===== config.mk =====
export PLATFORM = sky130hd
export DESIGN_NAME = adc_cal_ctrl
export DESIGN_NICKNAME = d
export VERILOG_FILES = /design/src/rtl/calPkg.sv /design/src/rtl/calCtrl.sv /design/src/rtl/calData.sv /design/src/rtl/adc_cal_ctrl.sv
export SDC_FILE = /design/constraint.sdc
export NUM_CORES = 1
export LEC_CHECK = 0
export BUFFER_PORTS_ARGS = -buffer_cell sky130_fd_sc_hd__buf_2
export CAP_MARGIN = 20
export CORE_UTILIZATION = 30
export DETAILED_ROUTE_END_ITERATION = 10
export SYNTH_ARGS = -nofsm -noshare
export SYNTH_HDL_FRONTEND = slang
export SYNTH_SLANG_ARGS = --single-unit

===== constraint.sdc =====
create_clock -name clk -period 1.45 [get_ports clk]
set_input_delay 0.29 -clock clk [delete_from_list [all_inputs] [get_ports clk]]
set_output_delay 0.29 -clock clk [all_outputs]
set_load 0.03 [all_outputs]

===== src/rtl/calPkg.sv =====
package calPkg;
  localparam int FACT_W = 7;

  typedef enum logic [2:0] {
    CAL_IDLE,
    CAL_PWRUP,
    CAL_RUN,
    CAL_STORE,
    CAL_PWRDN
  } calState_t;

  typedef struct packed {
    logic capture;
    logic storeSingle;
    logic storeDiff;
    logic clearAll;
    logic swWrite;
  } calStrobe_t;
endpackage


===== src/rtl/calCtrl.sv =====
module calCtrl
  import calPkg::*;
(
  input  logic       clk,
  input  logic       rstN,
  input  logic       startWr,
  input  logic       modeIn,
  input  logic       convEnable,
  input  logic       factWrEn,
  input  logic       powerLost,
  input  logic       anaReady,
  input  logic       anaDone,
  output calStrobe_t strobe,
  output logic       calBusy,
  output logic       powerReq,
  output logic       calReq,
  output logic       calMode
);
  calState_t state, stateNext;
  logic modeReg;
  logic startOk;

  assign startOk = (state == CAL_IDLE) && startWr && !convEnable && !powerLost;

  always_comb begin
    stateNext = state;
    unique case (state)
      CAL_IDLE:  if (startOk) stateNext = CAL_PWRUP;
      CAL_PWRUP: if (anaReady) stateNext = CAL_RUN;
      CAL_RUN:   if (anaDone) stateNext = CAL_STORE;
      CAL_STORE: stateNext = CAL_PWRDN;
      CAL_PWRDN: if (!anaReady) stateNext = CAL_IDLE;
      default:   stateNext = CAL_IDLE;
    endcase
    if (powerLost) stateNext = CAL_IDLE;
  end

  always_ff @(posedge clk or negedge rstN) begin
    if (!rstN) begin
      state   <= CAL_IDLE;
      modeReg <= 1'b0;
    end else begin
      state <= stateNext;
      if (startOk) modeReg <= modeIn;
    end
  end

  always_comb begin
    strobe             = '0;
    strobe.clearAll    = powerLost;
    strobe.capture     = (state == CAL_RUN) && anaDone && !powerLost;
    strobe.storeSingle = (state == CAL_STORE) && !modeReg;
    strobe.storeDiff   = (state == CAL_STORE) && modeReg;
    strobe.swWrite     = (state == CAL_IDLE) && factWrEn && convEnable && !powerLost;
  end

  assign calBusy  = (state != CAL_IDLE);
  assign powerReq = (state == CAL_PWRUP) || (state == CAL_RUN) || (state == CAL_STORE);
  assign calReq   = (state == CAL_RUN);
  assign calMode  = modeReg;


  start_gate_chk: assert property (@(posedge clk) disable iff (!rstN)
    (!calBusy && startWr && convEnable) |=> !calBusy);

  req_nested_chk: assert property (@(posedge clk) disable iff (!rstN)
    calReq |-> powerReq);

  mode_hold_chk: assert property (@(posedge clk) disable iff (!rstN)
    (calBusy && $past(calBusy)) |-> $stable(calMode));

  abort_chk: assert property (@(posedge clk) disable iff (!rstN)
    powerLost |=> (!calBusy && !powerReq));
endmodule


===== src/rtl/calData.sv =====
module calData
  import calPkg::*;
#(
  parameter int FW = FACT_W,
  localparam int PAIR_W = 2 * FW
)(
  input  logic              clk,
  input  logic              rstN,
  input  calStrobe_t        strobe,
  input  logic [FW-1:0]     anaResult,
  input  logic [PAIR_W-1:0] factWrData,
  output logic [PAIR_W-1:0] factRd,
  output logic              factLoad
);
  logic [FW-1:0] singleF, diffF, resultHold;

  always_ff @(posedge clk or negedge rstN) begin
    if (!rstN) begin
      singleF    <= '0;
      diffF      <= '0;
      resultHold <= '0;
      factLoad   <= 1'b0;
    end else begin
      factLoad <= strobe.swWrite;
      if (strobe.capture) resultHold <= anaResult;
      if (strobe.clearAll) begin
        singleF <= '0;
        diffF   <= '0;
      end else if (strobe.swWrite) begin
        singleF <= factWrData[FW-1:0];
        diffF   <= factWrData[PAIR_W-1:FW];
      end else begin
        if (strobe.storeSingle) singleF <= resultHold;
        if (strobe.storeDiff)   diffF   <= resultHold;
      end
    end
  end

  assign factRd = {diffF, singleF};


  single_src_chk: assert property (@(posedge clk) disable iff (!rstN)
    !$stable(singleF) |-> $past(strobe.storeSingle || strobe.swWrite || strobe.clearAll));

  diff_src_chk: assert property (@(posedge clk) disable iff (!rstN)
    !$stable(diffF) |-> $past(strobe.storeDiff || strobe.swWrite || strobe.clearAll));

  wipe_chk: assert property (@(posedge clk) disable iff (!rstN)
    strobe.clearAll |=> (factRd == '0));
endmodule


===== src/rtl/adc_cal_ctrl.sv =====
module adc_cal_ctrl
  import calPkg::*;
#(
  parameter int FW = FACT_W,
  localparam int PAIR_W = 2 * FW
)(
  input  logic              clk,
  input  logic              rstN,
  input  logic              calStartWr,
  input  logic              calModeIn,
  input  logic              convEnable,
  output logic              calBusy,
  input  logic              factWrEn,
  input  logic [PAIR_W-1:0] factWrData,
  output logic [PAIR_W-1:0] factRd,
  input  logic              powerLost,
  output logic              anaPowerReq,
  input  logic              anaReady,
  output logic              anaCalReq,
  output logic              anaCalMode,
  input  logic              anaDone,
  input  logic [FW-1:0]     anaResult,
  output logic              anaFactLoad,
  output logic [PAIR_W-1:0] anaFactOut
);
  calStrobe_t strobe;

  calCtrl uCtrl (
    .clk(clk), .rstN(rstN), .startWr(calStartWr), .modeIn(calModeIn),
    .convEnable(convEnable), .factWrEn(factWrEn), .powerLost(powerLost),
    .anaReady(anaReady), .anaDone(anaDone), .strobe(strobe),
    .calBusy(calBusy), .powerReq(anaPowerReq), .calReq(anaCalReq),
    .calMode(anaCalMode)
  );

  calData #(.FW(FW)) uData (
    .clk(clk), .rstN(rstN), .strobe(strobe), .anaResult(anaResult),
    .factWrData(factWrData), .factRd(factRd), .factLoad(anaFactLoad)
  );

  assign anaFactOut = factRd;


  load_src_chk: assert property (@(posedge clk) disable iff (!rstN)
    anaFactLoad |-> $past(factWrEn && convEnable && !calBusy));
endmodule


; ---- Word level (Yosys, flattened, before mapping)
; Cells that the tools add are included.
[totals]
ff_bits = 26
in_bits = 30
out_inout_bits = 33
elab_cells = 46
[op_classes]
eq_ne = 8
muxes = 12
reduce_logical = 20
[op_table]
columns = cell, count
row1 = $mux W7, 6
row2 = $mux W3, 5
row3 = $pmux W3 S5, 1
row4 = $logic_and A1 B1 Y1, 10
row5 = $reduce_bool A3 Y1, 3
row6 = $eq A3 B2 Y1 const B, 2
row7 = $ne A3 B2 Y1 const B, 2
row8 = $ne A3 B3 Y1 const B, 2
row9 = $reduce_and A4 Y1, 1
row10 = $eq A3 B1 Y1 const B, 1
row11 = $eq A3 B3 Y1 const B, 1
row12 = $logic_not A1 Y1, 3
row13 = $logic_not A3 Y1, 1
row14 = $logic_or A1 B1 Y1, 2

; ---- Logic depth before layout (Yosys ltp)
[logic_depth]
word_depth = 7
mapped_depth = 7
depth_no_buf = 4

; ---- Hierarchy
; From an unflattened synthesis, not the netlist that was laid out.
[unflattened]
cells_unflattened = 120
area_unflattened_um2 = 1427.6
[modules_own_cells]
columns = mod, n_inst, cells_each, area_per_inst_um2, seq_area_each_um2
row1 = calData, 1, 78, 1064.8, 550.5
row2 = calCtrl, 1, 28, 257.7, 100.1
row3 = adc_cal_ctrl, 1, 14, 105.1, 0.0

; ---- Worst setup path before layout
; No wires, ideal clock.
[synth_timing]
path_type = register -> register
from = reg uCtrl.state[2]
to = reg uData.diffF[4]
setup_ns = 0.148
arrival_time_ns = 1.470
t_required_ns = 1.302
path_slack_ns = -0.169
path_stages_with_launch = 8
path_buffers = 3
synth_period_minus_slack_ns = 1.619
cell_sequence = dfrtp_1 -> buf_6 -> nor4_4 -> and3_4 -> buf_8 -> buf_12 -> mux2i_1 -> a211oi_2
[synth_lines]
columns = element, line
row1 = "start, declared", calCtrl.sv:19  ; calState_t state, stateNext;
row2 = "start signal, assigned", calCtrl.sv:43  ; state <= stateNext;
row3 = "end signal, assigned", calData.sv:31  ; diffF <= factWrData[PAIR_W-1:FW];
row4 = "end signal, assigned", calData.sv:34  ; if (strobe.storeDiff) diffF <= resultHold;
row5 = "end, declared", calData.sv:15  ; logic [FW-1:0] singleF, diffF, resultHold;

; ---- Worst setup path in the final report
[layout_timing]
from = reg uCtrl.state[2]
to = out calBusy
[layout_between]
elab_chain_len = 1
[layout_lines]
columns = element, line
row1 = $reduce_bool A3 Y1, calCtrl.sv:57  ; assign calBusy = (state != CAL_IDLE);
row2 = "end, declared", adc_cal_ctrl.sv:12  ; output logic calBusy,
; No other way between the ends.

==> summary.md <==
| Metric | Value |
|---|---|
| Run status | `finished, violations left` |
| Violated checks | `DRC, setup timing` |
| Max-slew headroom at the worst pin | `0.6155` |
| Internal power component | `~1.3 mW` |
| Number of enable flip-flop cells after synthesis | `0` |
| Final net count | `roughly 220` |
| Classification of the worst setup path | `register to output port` |
| Kind of start point of the critical path | `register` |
| Arr. time, crit path | `1380 ps` |
| Insertion delay of the later-clocked pin in the worst-skew pair | `270 ps` |
| Critical path fanouts, max | `9` |
| Ports | `63` |
| Library cell with the largest summed area after synthesis | `sky130_fd_sc_hd__dfrtp_1` |
| M3 GR Usage | `0.01266` |
| Global-route met1 utilization | `0.1743` |
| Pin count of the biggest net entering global routing | `27` |
| Layout filler cell count | `438` |
| Placed Area | `roughly 1700 um2` |
| Number of endpoints with negative hold slack in the final report | `0` |
| Average wire per standard cell | `roughly 13 um` |
| Share of the clock period used by the worst path after layout | `1.152` |
| Final Setup Violations | `17` |
| Total overflow reported by the global router | `0` |
| Post-Layout Inst Area | `approximately 1900 um2` |
| Endpoint required time on the critical path | `between 1000 and 1500 ps` |
| Layout Area Growth over Synthesis | `30.33%` |
| Number of distinct library cell variants in the gate-level netlist after synthesis | `25` |
| P_leak | `0.9253 nW` |
| Die Y | `71.38 um` |
| Standard-cell row count | `24` |
| Part of the power in registers | `0.450` |
| Post-DP HPWL | `2295 um` |
| Syn. warnings | `0` |
| Clock share of power | `0.236` |
| Sequential share of the synthesized area | `0.4506` |
| Clock root buffer | `sky130_fd_sc_hd__clkbuf_8` |
| Max Clk Rate | `598.7 MHz` |
| Number of inserted diodes | `0` |
| TritonCTS sink count | `26` |
| Setup repair after global routing missed its margin | `true` |
| Synthesized netlist net count | `155` |
| Critical Path Sink Type | `output port` |
| Worst clock skew | `approximately 4.3 ps` |
| Number of buffers on the longest clock path | `2` |
| Global-route wire length before repair | `4905 um` |
| Gpl congestion | `around 0.79` |
| Main area contributors after synthesis | `sky130_fd_sc_hd__dfrtp_1, sky130_fd_sc_hd__mux2i_1, sky130_fd_sc_hd__a211oi_2, sky130_fd_sc_hd__buf_4, sky130_fd_sc_hd__mux2_2` |
| Vias per inst | `about 4.7` |
| Violation count after the first detailed-route iteration | `approximately 60` |
| Number of global-route vias before repair | `about 990` |
| Die Span X | `71.38 um` |
| Die footprint | `5094 um2` |
| Number of CTS-inserted buffers | `3` |
| P_sw | `0.6521 mW` |
| Actual transition at the worst max-transition pin | `576.8 ps` |
| Netlist area before placement | `between 1000 and 1500 um2` |
| Post-synthesis average cell area | `11.55 um2` |
| Relative contribution of combinational cells to total power | `0.314` |
| Total number of vias | `around 1100` |
| Minimum setup slack after placement | `-130.8 ps` |
| Share of layout cells above drive strength 1 | `0.5860` |
| Worst supply voltage drop on vdd | `426.5 uV` |
| Final number of max-transition violations | `0` |
| Fraction of registers with async set/reset | `1.000` |
| All-layer global routing usage | `0.1261` |
| Post-synthesis sequential element count | `26` |
| First drt pass iteration count | `7` |
| Net switching share of the total power | `0.3300` |
| Starting utilization of the core area | `0.3227` |
| Mapped Cells | `125` |
| Clock input transition at the sequential cells of the worst setup and hold paths | `about 90 ps` |
| Class of the most critical hold timing path | `input port to asynchronous set/reset pin` |
| Primary FF master, synth | `sky130_fd_sc_hd__dfrtp_1` |
| Placeable Area | `between 4000 and 5000 um2` |
| Post-layout minimum cycle time | `1670 ps` |
| Most crowded layer after global routing | `met2` |
| Post-route DRC | `4` |
| Number of antenna violations at the first check in global routing | `0` |
| Quantity of I/O buffers inserted on ports | `62` |
| Overall routed net length | `around 3200 um` |
| Deepest level of the CTS H-tree | `1` |
| CTS tree | `done` |
| Setup slack of the worst register-to-register path | `-200 ps` |
| Antenna Nets Post-Route | `0` |
| Worst setup slack after layout | `-220.4 ps` |
| PwrDens | `about 1000 nW/um2` |
| M2 GR Usage | `0.2053` |
| Area share of the largest cell type after synthesis | `0.4506` |
| Max-cap check violation count | `0` |
-- final cells by class --
type,count,area (um2),area share
clock buffers,4,55.05,0.02926
multi-input cells,77,641.9,0.3411
repair buffers,79,467.9,0.2487
well taps,52,65.06,0.03457
flip-flops and latches,26,651.9,0.3464
-- cell families (layout without fill, tap and decap cells) --
kind of cell | count (synthesis) | after routing | synth area share
compound gates | 20 | 20 | 0.1248
buf+inv | 23 | 83 | 0.1291
flops | 26 | 26 | 0.4506
mux | 22 | 22 | 0.1594
simple gates | 34 | 35 | 0.1360
-- power groups by stage --
| stage | registers, mW | clock network [mW] | logic (mW) |
|---|---|---|---|
| 3_3_place_gp | 0.902 | 0 | 0.564 |
| 4_1_cts | 0.886 | 0.477 | 0.601 |
| 2_1_floorplan | 0.958 | 0 | 0.374 |
| 3_5_place_dp | 0.903 | 0 | 0.569 |
| 6_report | 0.888 | 0.467 | 0.620 |
| 5_1_grt | 0.905 | 0.501 | 0.664 |
-- synthesized netlist by cell type, types with 2 or more instances --
cell	count
sky130_fd_sc_hd__nor2_1	17
sky130_fd_sc_hd__nor3b_1	2
sky130_fd_sc_hd__nor2b_1	2
sky130_fd_sc_hd__nand3b_1	3
sky130_fd_sc_hd__buf_4	14
sky130_fd_sc_hd__buf_2	4
sky130_fd_sc_hd__mux2_2	8
sky130_fd_sc_hd__buf_6	2
sky130_fd_sc_hd__dfrtp_1	26
sky130_fd_sc_hd__a211oi_1	5
sky130_fd_sc_hd__a21oi_1	5
sky130_fd_sc_hd__a211oi_2	9
sky130_fd_sc_hd__nand3_1	3
sky130_fd_sc_hd__mux2i_1	14
-- timing repair --
action / 4_1_cts / 5_1_grt
pin swaps: 5 / 6
gates resized for setup: 10 / 7
hold buffers: 0 / 0
endpoints found under the setup margin: 17 / 18
setup buffers: 5 / 2
cloned: 1 / 0
-- registers in the layout, summed over array words and instances (netlist names) --
signal	flops
uCtrl.calMode	1
uCtrl.state	3
uData.diffF	7
uData.factLoad	1
uData.resultHold	7
uData.singleF	7
-- placed cells by master (no fill, tap or decap), types with 2 or more instances in the layout --
cell type / count
sky130_fd_sc_hd__and3_4: 2
sky130_fd_sc_hd__a211oi_1: 5
sky130_fd_sc_hd__buf_4: 14
sky130_fd_sc_hd__nor2_1: 16
sky130_fd_sc_hd__nand3b_1: 3
sky130_fd_sc_hd__buf_6: 6
sky130_fd_sc_hd__mux2i_1: 11
sky130_fd_sc_hd__dfrtp_1: 25
sky130_fd_sc_hd__buf_2: 59
sky130_fd_sc_hd__clkbuf_8: 4
sky130_fd_sc_hd__a21oi_1: 5
sky130_fd_sc_hd__a211oi_2: 9
sky130_fd_sc_hd__mux2i_2: 3
sky130_fd_sc_hd__mux2_2: 8
sky130_fd_sc_hd__nand3_1: 3
sky130_fd_sc_hd__nor2b_1: 2
-- path summary, 6_finish.rpt --
kind,from,to,cells after the start
setup / recovery,uCtrl.state[2],calBusy,3
hold / removal,rstN,uData.diffF[4],1
setup reg to reg,uCtrl.state[2],uData.singleF[2],5
hold reg to reg,uData.resultHold[5],uData.resultHold[5],1
max in group asynchronous,rstN,uCtrl.state[1],1
min in group clk,anaResult[5],uData.resultHold[5],2
-- stage by stage --
step                      utilization  setup TNS (ps)  hold WS [ps]  total power [mW]  cells
after floorplan                     -           -1741        -5.591             1.332    125
after global placement         0.3817           -1422         327.6             1.466    226
after detailed placement       0.3817           -1765         325.5             1.471    226
after CTS                      0.4114           -2901         29.83             1.964    236
after global routing           0.4206           -3658         56.19             2.069    238
final                          0.4206           -2616         5.381             1.976    238
-- worst max-delay path: stages, from the launching register on --
cell,delay [ps]
sky130_fd_sc_hd__dfrtp_1,400
sky130_fd_sc_hd__buf_4,170
sky130_fd_sc_hd__or3_1,390
sky130_fd_sc_hd__buf_6,150
-- metal layers --
layer / up-vias / wire length, um
met3: 4 / 86
li1: 554 / -
met1: 530 / 1527
met4: 0 / 36
met5: - / 0
met2: 30 / 1554
No activity file was read; power rests on OpenSTA's default activity.
